**src/rtl/rtc_set_pkg.sv**
```systemverilog
package rtc_set_pkg;
  localparam int NF = 6;
  localparam int FW = 8;
  localparam int TW = NF * FW;

  function automatic logic [6:0] bcd_bin(input logic [7:0] b);
    return 7'(b[7:4]) * 7'd10 + 7'(b[3:0]);
  endfunction

  function automatic logic [6:0] days_in(input logic [6:0] mon, input logic leap);
    case (mon)
      7'd2:                    return leap ? 7'd29 : 7'd28;
      7'd4, 7'd6, 7'd9, 7'd11: return 7'd30;
      default:                 return 7'd31;
    endcase
  endfunction
endpackage

```
**src/rtl/rtc_set_shadow.sv**
```systemverilog
module rtc_set_shadow
  import rtc_set_pkg::*;
(
  input  logic          clk_i,
  input  logic          rst_ni,
  input  logic          load_ones_i,
  input  logic          wr_en_i,
  input  logic [2:0]    wr_sel_i,
  input  logic [FW-1:0] wdata_i,
  input  logic [TW-1:0] cur_i,
  output logic [TW-1:0] merged_o
);
  for (genvar i = 0; i < NF; i++) begin : g_fld
    logic [FW-1:0] sh_q;
    always_ff @(posedge clk_i or negedge rst_ni) begin
      if (!rst_ni)                              sh_q <= '1;
      else if (load_ones_i)                     sh_q <= '1;
      else if (wr_en_i && wr_sel_i == 3'(i))    sh_q <= wdata_i;
    end
    // all-ones marks an untouched field: keep the running value
    assign merged_o[i*FW +: FW] = (sh_q == '1) ? cur_i[i*FW +: FW] : sh_q;
  end
endmodule

```
**src/rtl/rtc_set_legal.sv**
```systemverilog
module rtc_set_legal
  import rtc_set_pkg::*;
(
  input  logic [TW-1:0] t_i,
  output logic          ok_o
);
  logic [NF-1:0] dig_ok;
  for (genvar i = 0; i < NF; i++) begin : g_dig
    assign dig_ok[i] = (t_i[i*FW+4 +: 4] <= 4'd9) && (t_i[i*FW +: 4] <= 4'd9);
  end

  logic [6:0] sec, mnt, hr, day, mon, yr;
  logic       leap;
  always_comb begin
    sec  = bcd_bin(t_i[0*FW +: FW]);
    mnt  = bcd_bin(t_i[1*FW +: FW]);
    hr   = bcd_bin(t_i[2*FW +: FW]);
    day  = bcd_bin(t_i[3*FW +: FW]);
    mon  = bcd_bin(t_i[4*FW +: FW]);
    yr   = bcd_bin(t_i[5*FW +: FW]);
    leap = (yr[1:0] == 2'b00);
    ok_o = (&dig_ok) && (sec <= 7'd59) && (mnt <= 7'd59) && (hr <= 7'd23) &&
           (mon >= 7'd1) && (mon <= 7'd12) &&
           (day >= 7'd1) && (day <= days_in(mon, leap));
  end
endmodule

```
**src/rtl/rtc_set_rcache.sv**
```systemverilog
module rtc_set_rcache
  import rtc_set_pkg::*;
#(
  parameter logic [7:0] ADDR_STAT = 8'h09
) (
  input  logic          clk_i,
  input  logic          rst_ni,
  input  logic          rd_en_i,
  input  logic [7:0]    rd_addr_i,
  input  logic [TW-1:0] cur_i,
  input  logic [7:0]    stat_i,
  output logic [7:0]    rdata_o
);
  logic [TW-1:0] cache_q;
  logic          snap;
  assign snap = rd_en_i && (rd_addr_i == 8'h00);

  always_ff @(posedge clk_i or negedge rst_ni) begin
    if (!rst_ni)   cache_q <= '0;
    else if (snap) cache_q <= cur_i;
  end

  always_ff @(posedge clk_i or negedge rst_ni) begin
    if (!rst_ni) rdata_o <= '0;
    else if (rd_en_i) begin
      if (snap)                         rdata_o <= cur_i[FW-1:0];
      else if (rd_addr_i < 8'(NF))      rdata_o <= cache_q[rd_addr_i[2:0]*FW +: FW];
      else if (rd_addr_i == ADDR_STAT)  rdata_o <= stat_i;
      else                              rdata_o <= '0;
    end
  end
endmodule

```
**src/rtl/rtc_set_shadow_if.sv**
```systemverilog
module rtc_set_shadow_if
  import rtc_set_pkg::*;
#(
  parameter logic [7:0] KEY       = 8'hA5,
  parameter logic [7:0] ADDR_KEY  = 8'h08,
  parameter logic [7:0] ADDR_STAT = 8'h09
) (
  input  logic          clk_i,
  input  logic          rst_ni,
  input  logic [7:0]    addr_i,
  input  logic          wr_ni,
  input  logic          rd_ni,
  input  logic [7:0]    wdata_i,
  output logic [7:0]    rdata_o,
  input  logic          carry_i,
  input  logic [TW-1:0] cur_time_i,
  output logic          snap_o,
  output logic          commit_o,
  output logic [TW-1:0] commit_time_o,
  output logic          unlock_o,
  output logic          err_irq_o
);
  logic wr, rd, field_hit, key_wr, key_ok, stat_wr;
  logic unlock_q, pend_q, err_q, legal, fire, load_ones, relock;
  logic [TW-1:0] merged;

  assign wr        = !wr_ni;
  assign rd        = !rd_ni;
  assign field_hit = addr_i < 8'(NF);
  assign key_wr    = wr && (addr_i == ADDR_KEY);
  assign key_ok    = (wdata_i == KEY);
  assign stat_wr   = wr && (addr_i == ADDR_STAT);
  assign load_ones = key_wr && key_ok && !unlock_q;
  assign relock    = key_wr && !key_ok && unlock_q;
  assign fire      = pend_q && !carry_i;  // carry has priority over the load

  always_ff @(posedge clk_i or negedge rst_ni) begin
    if (!rst_ni) begin
      unlock_q <= 1'b0;
      pend_q   <= 1'b0;
      err_q    <= 1'b0;
    end else begin
      if (key_wr) unlock_q <= key_ok;
      if (relock)    pend_q <= 1'b1;
      else if (fire) pend_q <= 1'b0;
      if ((wr && field_hit && !unlock_q) || (fire && !legal)) err_q <= 1'b1;
      else if (stat_wr && wdata_i[0])                         err_q <= 1'b0;
    end
  end

  rtc_set_shadow u_shadow (
    .clk_i, .rst_ni,
    .load_ones_i (load_ones),
    .wr_en_i     (wr && field_hit && unlock_q),
    .wr_sel_i    (addr_i[2:0]),
    .wdata_i,
    .cur_i       (cur_time_i),
    .merged_o    (merged)
  );

  rtc_set_legal u_legal (.t_i(merged), .ok_o(legal));

  rtc_set_rcache #(.ADDR_STAT(ADDR_STAT)) u_rcache (
    .clk_i, .rst_ni,
    .rd_en_i   (rd),
    .rd_addr_i (addr_i),
    .cur_i     (cur_time_i),
    .stat_i    ({6'b0, unlock_q, err_q}),
    .rdata_o
  );

  assign snap_o        = rd && (addr_i == 8'h00);
  assign commit_o      = fire && legal;
  assign commit_time_o = merged;
  assign unlock_o      = unlock_q;
  assign err_irq_o     = err_q;
endmodule

```
**config.mk**
```make
export PLATFORM = sky130hd
export DESIGN_NAME = rtc_set_shadow_if
export DESIGN_NICKNAME = d
export VERILOG_FILES = /design/src/rtl/rtc_set_pkg.sv /design/src/rtl/rtc_set_shadow.sv /design/src/rtl/rtc_set_legal.sv /design/src/rtl/rtc_set_rcache.sv /design/src/rtl/rtc_set_shadow_if.sv
export SDC_FILE = /design/constraint.sdc
export NUM_CORES = 1
export LEC_CHECK = 0
export BUFFER_PORTS_ARGS = -buffer_cell sky130_fd_sc_hd__clkbuf_2
export CORE_MARGIN = 1.5
export CORE_UTILIZATION = 51
export CTS_CLUSTER_DIAMETER = 30
export DETAILED_ROUTE_END_ITERATION = 7
export GPL_TIMING_DRIVEN = 0
export PLACE_DENSITY_LB_ADDON = 0.1
export SETUP_SLACK_MARGIN = 0.3
export SLEW_MARGIN = 15
export SYNTH_ARGS = -nofsm -noshare
export SYNTH_HDL_FRONTEND = slang
export SYNTH_SLANG_ARGS = --single-unit
```
**constraint.sdc**
```tcl
create_clock -name clk_i -period 4 [get_ports clk_i]
set_input_delay 0.4 -clock clk_i [delete_from_list [all_inputs] [get_ports clk_i]]
set_output_delay 0.4 -clock clk_i [all_outputs]
set_load 0.005 [all_outputs]
```
==> results.sh, run 1 <==
export IMPL_synth_edf_count=0
export IMPL_critPathKind="flop to output pin"
export IMPL_grt_pass1_vias=6049
export IMPL_remaining_drc_errors=0
export IMPL_syn_area_per_cell_sq_um=9.81
export IMPL_syn_num_nets=825
export IMPL_pre_cts_ws_ps=-597
export IMPL_crit_fanout=6
export IMPL_rows=42
export IMPL_slew_headroom_pct=56.5
export IMPL_die_area_sq_um=14400
export IMPL_cts_root_buf="clkbuf_16"
export IMPL_grt_first_pass_wirelength_microns=32900
export IMPL_worst_slack_ps=-717
export IMPL_synthTopCellsByArea="dfrtp_1 21%, dfstp_2 18%, mux2_2 7.9%, ha_1 6.1%, nand2_1 3.7%"
export IMPL_die_w_microns=120
export IMPL_track_usage_pct=30.3
export IMPL_final_cell_mix="125 x clkbuf_2, 68 x nand2_1, 61 x nor2_1"
export IMPL_whs_ps=287
export IMPL_endpoint_kind="output pin"
export IMPL_violations="negative setup slack"
export IMPL_ys_async_sr_fraction_pct=100
export IMPL_die_h_microns=120
export IMPL_worst_r2r_setup_slack_ps=-690
export IMPL_drt_pass1_iterations=5
export IMPL_critical_path_arrival_ps=4320
export IMPL_finClkSkew_ps=13.7
export IMPL_worst_path_dominant_cell_family="simple AND/OR/NAND/NOR gates"
export IMPL_diodes=0
export IMPL_hold_viol_final=0
export IMPL_finalSetupViolations=2
export IMPL_grt_overflow_total=0
export IMPL_vias_per_cell=5.98
export IMPL_cp_num_buf_inv=2
export IMPL_wl_per_cell_microns=20.1
export IMPL_grt_use_met1_pct=41.8
export IMPL_synth_top_family_by_area="simple AND/OR/NAND/NOR gates"
export IMPL_area_delta_synth_final_pct=21.7
export IMPL_dr_first_iter_drc_count=398
export IMPL_synthesis_area_sq_um=7000
export IMPL_antenna_found_initial=0
export IMPL_synth_seq_cells=107
export IMPL_tns_ps=-1410
export IMPL_ios=129
export IMPL_yosysTopAreaCell="dfrtp_1"
export IMPL_synth_xor_area_share_pct=2.29
export IMPL_layout_drive_gt1_share_pct=36.6
export IMPL_synth_compound_area_share_pct=14.1
export IMPL_synth_warnings=0
export IMPL_cts_buffer_depth=2
export IMPL_port_buffers=126
export IMPL_outcome="finished, violations left"
export IMPL_intPower_mw=1.74
export IMPL_core_area_sq_um=13300
export IMPL_clkTransAtPathRegs_ps=80
export IMPL_htreeDepth=3
export IMPL_synth_simple_area_share_pct=19.4
export IMPL_grtUsageMet2_pct=47.2
export IMPL_ys_flop_type="dfrtp_1"
export IMPL_synth_adder_area_share_pct=8.66
export IMPL_vdd_drop_max_mv=0.218
export IMPL_slowest_stage="dfstp_2"
export IMPL_rsz0062_at_grt="true"
export IMPL_pwr_density_cell_nw_per_um2=270
export IMPL_ant_nets=0
export IMPL_start_util_pct=52.6
export IMPL_grt_start_max_net_pins=64
export IMPL_vias=6309
export IMPL_synth_cells=713
export IMPL_seqPwrFrac_pct=49.2
export IMPL_final_common_cell="clkbuf_2"
export IMPL_hold_path_class="input pin to flop"
export IMPL_seq_area_frac_synth_pct=39.1
export IMPL_p_comb_share_pct=7.8
export IMPL_cts_tree="yes"
export IMPL_synth_mux_area_share_pct=12.3
export IMPL_max_freq_mhz=212
export IMPL_fin_crit_ps=4720
export IMPL_design_final_nets=986
export IMPL_startpoint_type="flop"
export IMPL_clkSinkCount=107
export IMPL_slowest_delay_ps=600
export IMPL_critPathRequiredTime_ps=3600
export IMPL_clockPowerShare_pct=43.0
export IMPL_wl_microns=21200
export IMPL_hpwl_microns=16300
export IMPL_path_common_cell="ha_4"
export IMPL_insertion_delay_ps=360
export IMPL_power_leakage_nw=4.04
export IMPL_cts_buffers=9
export IMPL_min_period_over_period_pct=118
export IMPL_synth_top_cell_area_share_pct=21.1
export IMPL_netSwitchingPower_mw=0.558
export IMPL_report_final_slew_viol_count=0
export IMPL_top_usage_layer="met2"
export IMPL_gp_congestion=0.890
export IMPL_switching_share_pct=24.3
export IMPL_synthDistinctLibCells=69
export IMPL_tightest_slew_ps=653
export IMPL_crit_chain="nand4_1, inv_1, nand3_2, o31a_1, ha_4, ha_4, ha_4, or3_4, a2111oi_4, nor3_2, nor3_1, ha_1, a21oi_2, nor2_1, mux2i_1, nand4_1, nor4_2, nor2b_2, clkbuf_2"
export IMPL_grt_util_met3_pct=6.65
export IMPL_fillers=1133
export IMPL_max_cap_violations=0
state kept, by name, summed over array words and instances, names as in the netlist:
register and flops:
u_rcache.cache_q 48, u_shadow.g_fld.sh_q 48, u_rcache.rdata_o 8, err_irq_o 1, pend_q 1, unlock_o 1
through the flow:
step	util, %	total power [mW]	cells	area (sq um)
6_report	64.0	2.30	1055	8510
5_1_grt	64.0	2.37	1055	8510
4_1_cts	63.9	2.31	1054	8490
3_5_place_dp	59.7	1.32	1016	7940
3_3_place_gp	59.4	1.31	1015	7900
2_1_floorplan	-	1.20	713	7050
logic make-up (layout without fill, tap and decap cells):
logic type / count (synthesis) / after routing
AO/OA/AOI/OAI: 148 / 148
XOR/XNOR: 15 / 15
adder cells (fa/ha/maj): 43 / 43
buffers and inverters: 67 / 233
flip-flops: 107 / 107
multiplexers: 70 / 70
AND/OR/NAND/NOR: 263 / 263
per-layer routing:
layer	up-vias	routed length (microns)	part of all wire (%)
met5	-	0	0
met2	247	9640	45
met3	40	1460	6.9
met1	3115	9540	45
met4	0	576	2.7
li1	2907	-	-
layout make-up:
type                       instances  area [sq um]  area share (%)
buffer                            30           148            1.73
timing repair buffer             150           846            9.93
tap                              176           220            2.59
inverter                          37           139            1.63
clock buffer                       9           225            2.65
multi-input combinational        539          4100            48.1
sequential                       107          2740            32.2
clock inverter                     7           104            1.22
worst paths after layout:
path / startpoint / endpoint / depth (start not counted)
worst max register to register: u_shadow.g_fld[4].sh_q[4] / err_irq_o / 27
max in group asynchronous: rst_ni / u_shadow.g_fld[3].sh_q[7] / 3
worst min-delay path: carry_i / pend_q / 3
worst max-delay path: u_shadow.g_fld[4].sh_q[4] / commit_o / 19
worst min register to register: u_rcache.rdata_o[4] / u_rcache.rdata_o[4] / 2
min in group asynchronous: rst_ni / u_rcache.cache_q[7] / 2
power groups by stage:
stage	Combinational, mW	Clock [mW]	Sequential, mW
3_5_place_dp	0.175	0	1.15
2_1_floorplan	0.0648	0	1.14
5_1_grt	0.192	1.04	1.13
3_3_place_gp	0.166	0	1.15
4_1_cts	0.178	0.999	1.13
6_report	0.179	0.990	1.13
Yosys cell counts, types with 4 or more instances:
| master | instances |
|---|---|
| nand2_1 | 69 |
| nor2_1 | 61 |
| dfrtp_1 | 59 |
| mux2_2 | 49 |
| nand3_1 | 49 |
| dfstp_2 | 48 |
| inv_1 | 37 |
| ha_1 | 34 |
| a21oi_1 | 33 |
| o21ai_0 | 31 |
| o21a_1 | 20 |
| buf_2 | 19 |
| mux2i_1 | 13 |
| nor3_1 | 13 |
| nand4_1 | 12 |
| nand4b_1 | 11 |
| a22oi_1 | 9 |
| fa_1 | 9 |
| mux4_2 | 8 |
| o22ai_1 | 8 |
| o31a_1 | 8 |
| nand2b_1 | 7 |
| nor2b_1 | 7 |
| xor2_1 | 7 |
| a31oi_1 | 6 |
| clkbuf_1 | 6 |
| o31ai_1 | 6 |
| o41a_1 | 6 |
| xnor2_1 | 6 |
| or2_2 | 5 |
| and3_1 | 4 |
timing repair:
action | in CTS | in global routing
setup endpoints to repair | 2 | 2
hold endpoints to repair | 26 | 0
pin swaps | 4 | 2
resized for setup | 14 | 3
setup buffers | 21 | 1
hold buffers | 1 | 0
worst register-to-register path: cells and delay by family, from the launching register on:
kind / cells / cell delay [ps]
adder cells (fa/ha/maj): 4 / 760
flip-flops: 1 / 600
buffers and inverters: 10 / 970
AO/OA/AOI/OAI: 4 / 820
multiplexers: 1 / 130
AND/OR/NAND/NOR: 8 / 1300
Power figures use the tool's default switching activity.
==> run 2, diff against run 1 <==
--- a/config.mk
+++ b/config.mk
@@ -5,9 +5,10 @@
 export SDC_FILE = /design/constraint.sdc
 export NUM_CORES = 1
 export LEC_CHECK = 0
+export ABC_AREA = 1
 export BUFFER_PORTS_ARGS = -buffer_cell sky130_fd_sc_hd__clkbuf_2
 export CORE_MARGIN = 1.5
-export CORE_UTILIZATION = 51
+export CORE_UTILIZATION = 61
 export CTS_CLUSTER_DIAMETER = 30
 export DETAILED_ROUTE_END_ITERATION = 7
 export GPL_TIMING_DRIVEN = 0
==> constraint.sdc (replaced) <==
create_clock -name clk_i -period 5.45 [get_ports clk_i]
set_input_delay 0.545 -clock clk_i [delete_from_list [all_inputs] [get_ports clk_i]]
set_output_delay 0.545 -clock clk_i [all_outputs]
set_load 0.005 [all_outputs]
==> results.sh, run 2 <==
export IMPL_drt_pass1_iterations=5
export IMPL_switching_share_pct=30.0
export IMPL_yosysMostFrequentCell="nand2_1"
export IMPL_rr_endpoint="err_irq_o"
export IMPL_yosysTopAreaCell="dfrtp_1"
export IMPL_die_area_sq_um=12100
export IMPL_synth_top_cell_area_share_pct=21.2
export IMPL_synth_warnings=0
export IMPL_place_area_sq_um=7810
export IMPL_finClkSkew_ps=6.84
export IMPL_clkSinkCount=107
export IMPL_cts_buffer_depth=2
export IMPL_insertion_delay_ps=360
export IMPL_ys_async_sr_fraction_pct=100
export IMPL_diodes=0
export IMPL_ios=129
export IMPL_report_final_slew_viol_count=0
export IMPL_synthDistinctLibCells=40
export IMPL_rr_startpoint="u_shadow.g_fld[4].sh_q[7]"
export IMPL_hold_path_class="input pin to asynchronous set/reset pin"
export IMPL_grt_overflow_total=0
export IMPL_worst_path_dominant_cell_family="simple AND/OR/NAND/NOR gates"
export IMPL_vdd_drop_max_mv=0.329
export IMPL_synth_cells=922
export IMPL_start_util_pct=63.4
export IMPL_design_final_nets=1179
export IMPL_synth_seq_cells=107
export IMPL_cts_tree="yes"
export IMPL_ant_nets=0
export IMPL_final_cell_mix="265 x nand2_1, 127 x clkbuf_2, 120 x inv_1"
export IMPL_core_area_sq_um=11000
export IMPL_power_mw=1.91
export IMPL_die_w_microns=110
export IMPL_die_h_microns=110
export IMPL_slew_headroom_pct=65.7
export IMPL_critPathKind="flop to output pin"
export IMPL_rsz0062_at_grt="false"
export IMPL_layout_drive_gt1_share_pct=24.0
export IMPL_grt_pass1_vias=5930
export IMPL_gp_congestion=0.942
export IMPL_tightest_slew_ps=514
export IMPL_intPower_mw=1.34
export IMPL_crit_fanout=6
export IMPL_track_usage_pct=34.7
export IMPL_outcome="complete, no violations"
export IMPL_area_delta_synth_final_pct=17.5
export IMPL_power_leakage_nw=4.44
export IMPL_synthTopCellsByArea="dfrtp_1 21%, dfstp_2 18%, nand2_1 14%, inv_1 6.5%, ha_1 6.1%"
export IMPL_hold_viol_final=0
export IMPL_vias_per_cell=5.53
export IMPL_path_common_cell="nand2_1"
export IMPL_synthesis_area_sq_um=6960
export IMPL_clockPowerShare_pct=33.8
export IMPL_reg2reg_depth=29
export IMPL_antenna_found_initial=0
export IMPL_seqPwrFrac_pct=47.0
export IMPL_min_period_over_period_pct=89.7
export IMPL_reg_top3="u_rcache.cache_q: 48 flops, u_shadow.g_fld.sh_q: 48 flops, u_rcache.rdata_o: 8 flops"
export IMPL_design_area_sq_um=8180
export IMPL_cts_buffers=9
export IMPL_vias=6706
export IMPL_clkTransAtPathRegs_ps=80
export IMPL_endpoint_kind="output pin"
export IMPL_tns_ps=0
export IMPL_syn_num_nets=1034
export IMPL_yosys_top_cells_count="266 x nand2_1, 120 x inv_1, 91 x nor2_1"
export IMPL_cp_num_buf_inv=3
export IMPL_netSwitchingPower_mw=0.574
export IMPL_ys_flop_type="dfrtp_1"
export IMPL_slowest_delay_ps=580
export IMPL_wl_microns=19700
export IMPL_wl_per_cell_microns=16.3
export IMPL_p_comb_share_pct=19.2
export IMPL_final_common_cell="nand2_1"
export IMPL_port_buffers=128
export IMPL_finalSetupViolations=0
export IMPL_htreeDepth=3
export IMPL_syn_area_per_cell_sq_um=7.55
export IMPL_max_cap_violations=0
export IMPL_synth_edf_count=0
export IMPL_fin_crit_ps=4890
export IMPL_grt_start_max_net_pins=76
export IMPL_startpoint_type="flop"
export IMPL_hpwl_microns=15300
export IMPL_critical_path_arrival_ps=4340
export IMPL_worst_r2r_setup_slack_ps=1320
export IMPL_slowest_stage="dfstp_2"
export IMPL_rows=38
export IMPL_max_freq_mhz=205
export IMPL_cts_root_buf="clkbuf_16"
export IMPL_critPathRequiredTime_ps=4910
export IMPL_pwr_density_cell_nw_per_um2=234
export IMPL_remaining_drc_errors=0
export IMPL_seq_area_frac_synth_pct=39.3
export IMPL_grt_first_pass_wirelength_microns=30800
export IMPL_dr_first_iter_drc_count=606
## run 2: cell count changes after synthesis, moves of 11 or more
cell,delta
o21a_1,-11
a21oi_2,+12
nand4b_1,-11
o21ai_0,+20
mux2i_1,-13
nand3_1,+14
nand2_1,+197
a21oi_1,+19
buf_2,-16
mux2_2,-49
nor2_2,+14
inv_1,+83
nor2_1,+30
## run 2: area by class of cell
cell class / count / area (sq um)
clock buffers: 10 / 239
clock inverters: 6 / 55.1
repair buffers: 134 / 714
well taps: 140 / 175
multi-input cells: 674 / 3650
fillers: 888 / 2810
inverters: 123 / 464
flip-flops and latches: 107 / 2740
plain buffers: 18 / 139
## run 2: logic make-up after synthesis
logic type	count (synthesis)	share of synthesized area [%]
DFF	107	39.3
and+or+nand+nor	464	28.8
xor gates and xnor gates	9	1.13
adders and majority gates	43	8.70
AOI/OAI and AO/OA	158	13.4
buffers and inverters	141	8.66
## run 2: metal layers
metal | global-route usage [%] | part of all wire (%) | vias up
li1 | - | - | 3254
met4 | 13.5 | 3.3 | 0
met1 | 48.0 | 43 | 3116
met3 | 5.39 | 7.2 | 41
met5 | 0 | 0 | -
met2 | 54.7 | 46 | 295
## run 2: worst max path at each step
| stage | slack (ps) | startpoint | end | depth (start not counted) |
|---|---|---|---|---|
| 6_report | 560 | u_shadow.g_fld[4].sh_q[7] | commit_o | 28 |
| 5_1_grt | 200 | u_shadow.g_fld[4].sh_q[7] | commit_o | 29 |
| 4_1_cts | 350 | u_shadow.g_fld[4].sh_q[0] | commit_o | 28 |
| 3_5_place_dp | 670 | u_shadow.g_fld[4].sh_q[0] | commit_o | 28 |
| 3_3_place_gp | 740 | u_shadow.g_fld[4].sh_q[0] | commit_o | 28 |
| 2_1_floorplan | 1360 | u_shadow.g_fld[4].sh_q[1] | commit_o | 27 |
## run 2: timing repair
| action | CTS | global route |
|---|---|---|
| setup buffers | 0 | 5 |
| endpoints found under the setup margin | 1 | 1 |
| gates cloned | 0 | 0 |
| resized for setup | 2 | 7 |
| pin swaps | 0 | 3 |
| hold buffers | 0 | 0 |
## run 2: power by group through the flow
| stage | sequential, mW | combinational (mW) | clock (mW) |
|---|---|---|---|
| after floorplan | 0.901 | 0.213 | 0 |
| after CTS | 0.898 | 0.357 | 0.652 |
| after detailed placement | 0.911 | 0.353 | 0 |
| final | 0.899 | 0.366 | 0.647 |
| after global routing | 0.906 | 0.416 | 0.684 |
| after global placement | 0.910 | 0.343 | 0 |
## run 2: stage by stage
step	instances	hold slack (ps)	utilization, %	setup slack, ps
final	1212	71.1	74.4	561
after global routing	1212	84.0	74.4	199
after CTS	1207	77.8	73.9	353
after detailed placement	1191	459	71.1	673
after global placement	1190	464	70.8	742
after floorplan	922	249	-	1360
## run 2: worst register-to-register path, delay by kind of cell, from the launching register on
| family | cells | cell delay (ps) |
|---|---|---|
| DFF | 1 | 580 |
| adders and majority gates | 4 | 1090 |
| AOI/OAI and AO/OA | 1 | 70 |
| buffers and inverters | 3 | 300 |
| and+or+nand+nor | 21 | 2020 |
==> run 3, diff against run 2 <==
--- a/config.mk
+++ b/config.mk
@@ -6,11 +6,11 @@
 export NUM_CORES = 1
 export LEC_CHECK = 0
 export ABC_AREA = 1
-export BUFFER_PORTS_ARGS = -buffer_cell sky130_fd_sc_hd__clkbuf_2
 export CORE_MARGIN = 1.5
-export CORE_UTILIZATION = 61
+export CORE_UTILIZATION = 70
 export CTS_CLUSTER_DIAMETER = 30
 export DETAILED_ROUTE_END_ITERATION = 7
+export DONT_BUFFER_PORTS = 1
 export GPL_TIMING_DRIVEN = 0
 export PLACE_DENSITY_LB_ADDON = 0.1
 export SETUP_SLACK_MARGIN = 0.3
==> results.sh, run 3 (synthesis gave the netlist of run 2 again) <==
export IMPL_outcome="complete, no violations"
export IMPL_vias_per_cell=5.97
export IMPL_grt_pass1_vias=6083
export IMPL_die_h_microns=103
export IMPL_startpoint_type="flop"
export IMPL_ios=129
export IMPL_die_w_microns=103
export IMPL_p_comb_share_pct=18.4
export IMPL_cts_buffer_depth=2
export IMPL_wl_per_cell_microns=18.1
export IMPL_crit_fanout=6
export IMPL_rsz0062_at_grt="false"
export IMPL_pwr_density_cell_nw_per_um2=223
export IMPL_track_usage_pct=37.5
export IMPL_hold_path_class="input pin to asynchronous set/reset pin"
export IMPL_fillers=762
export IMPL_fin_crit_ps=4910
export IMPL_diodes=0
export IMPL_area_delta_synth_final_pct=6.17
export IMPL_finClkSkew_ps=16.4
export IMPL_clkSinkCount=107
export IMPL_grtUsageMet2_pct=62.7
export IMPL_core_area_sq_um=9730
export IMPL_drt_pass1_iterations=6
export IMPL_critPathRequiredTime_ps=4910
export IMPL_cts_buffers=9
export IMPL_critPathKind="flop to output pin"
export IMPL_slowest_delay_ps=580
export IMPL_cts_root_buf="clkbuf_8"
export IMPL_htreeDepth=3
export IMPL_grt_start_max_net_pins=60
export IMPL_remaining_drc_errors=0
export IMPL_rows=36
export IMPL_slew_headroom_pct=62.1
export IMPL_final_cell_mix="265 x nand2_1, 120 x inv_1, 86 x nor2_1"
export IMPL_hpwl_microns=15300
export IMPL_critical_path_arrival_ps=4360
export IMPL_intPower_mw=1.15
export IMPL_design_final_nets=1049
export IMPL_insertion_delay_ps=370
export IMPL_port_buffers=0
export IMPL_max_cap_violations=0
export IMPL_path_common_cell="nand2_1"
export IMPL_grt_use_met1_pct=47.2
export IMPL_ant_nets=0
export IMPL_die_area_sq_um=10600
export IMPL_clockPowerShare_pct=26.8
export IMPL_endpoint_kind="output pin"
export IMPL_clkTransAtPathRegs_ps=100
export IMPL_cts_tree="yes"
export IMPL_vias=6414
export IMPL_switching_share_pct=30.1
export IMPL_seqPwrFrac_pct=54.7
export IMPL_netSwitchingPower_mw=0.494
export IMPL_wl_microns=19500
export IMPL_finalSetupViolations=0
export IMPL_grt_util_met3_pct=8.20
export IMPL_dr_first_iter_drc_count=475
export IMPL_final_common_cell="nand2_1"
export IMPL_grt_first_pass_wirelength_microns=29500
export IMPL_tns_ps=0
export IMPL_vdd_drop_max_mv=0.144
export IMPL_grt_overflow_total=0
export IMPL_top_usage_layer="met2"
export IMPL_instances_no_fill=1075
export IMPL_hold_viol_final=0
export IMPL_worst_r2r_setup_slack_ps=1340
export IMPL_antenna_found_initial=0
export IMPL_start_util_pct=71.5
export IMPL_reg_top3="u_rcache.cache_q: 48 flops, u_shadow.g_fld.sh_q: 48 flops, u_rcache.rdata_o: 8 flops"
export IMPL_max_freq_mhz=204
export IMPL_report_final_slew_viol_count=0
export IMPL_tightest_slew_ps=562
export IMPL_layout_drive_gt1_share_pct=13.3
export IMPL_gp_congestion=0.972
export IMPL_slowest_stage="dfstp_2"
export IMPL_min_period_over_period_pct=90.1
export IMPL_power_leakage_nw=3.82
export IMPL_placed_cells=1055
-- run 3: worst max-delay path, delay by kind of cell (launching register included) --
| family | cells | cell delay [ps] |
|---|---|---|
| buffers and inverters | 3 | 220 |
| flip-flops | 1 | 580 |
| adder cells (fa/ha/maj) | 4 | 1060 |
| AND/OR/NAND/NOR | 21 | 2150 |
-- run 3: layout make-up --
type | instances | area (sq um) | share of cell area (%)
clock inverter | 3 | 23.8 | 0.322
buffer | 18 | 139 | 1.88
inverter | 123 | 464 | 6.28
timing repair buffer | 4 | 50.0 | 0.677
multi-input combinational | 674 | 3660 | 49.5
tap | 133 | 166 | 2.25
clock buffer | 13 | 149 | 2.01
sequential | 107 | 2740 | 37.0
-- run 3: through the flow --
step	hold WS, ps	utilization [%]	power (mW)	setup WS [ps]	cell area [sq um]
after floorplan	249	-	1.11	1360	6960
after global placement	251	73.3	1.18	815	7130
after detailed placement	251	73.3	1.19	647	7130
after CTS	9.80	75.4	1.63	344	7330
after global routing	0.0386	76.0	1.71	258	7390
final	10.6	76.0	1.64	540	7390
-- run 3: timing repair --
item | CTS | global route
buffers inserted | 0 | 3
setup endpoints to repair | 1 | 1
hold buffers | 1 | 0
pin swaps | 0 | 4
hold endpoints to repair | 59 | 0
resized for setup | 2 | 9
-- run 3: final timing paths --
check,start,endpoint,depth (start not counted)
max,u_shadow.g_fld[4].sh_q[6],commit_o,28
min,rst_ni,u_rcache.cache_q[4],1
max reg2reg,u_shadow.g_fld[4].sh_q[6],err_irq_o,29
min reg2reg,u_rcache.cache_q[40],u_rcache.cache_q[40],2
max in group asynchronous,rst_ni,u_rcache.cache_q[43],1
min in group clk_i,cur_time_i[28],u_rcache.cache_q[28],2
-- run 3: power groups by stage --
stage	registers (mW)	clock network, mW	logic [mW]
final	0.900	0.441	0.303
after global routing	0.906	0.469	0.338
after CTS	0.899	0.445	0.291
after detailed placement	0.912	0	0.279
after global placement	0.911	0	0.264
after floorplan	0.901	0	0.213
-- run 3: per-layer routing --
metal	vias up	share of wire, %
li1	2995	-
met2	323	48
met1	3033	38
met5	-	0
met4	0	4.1
met3	63	9.4
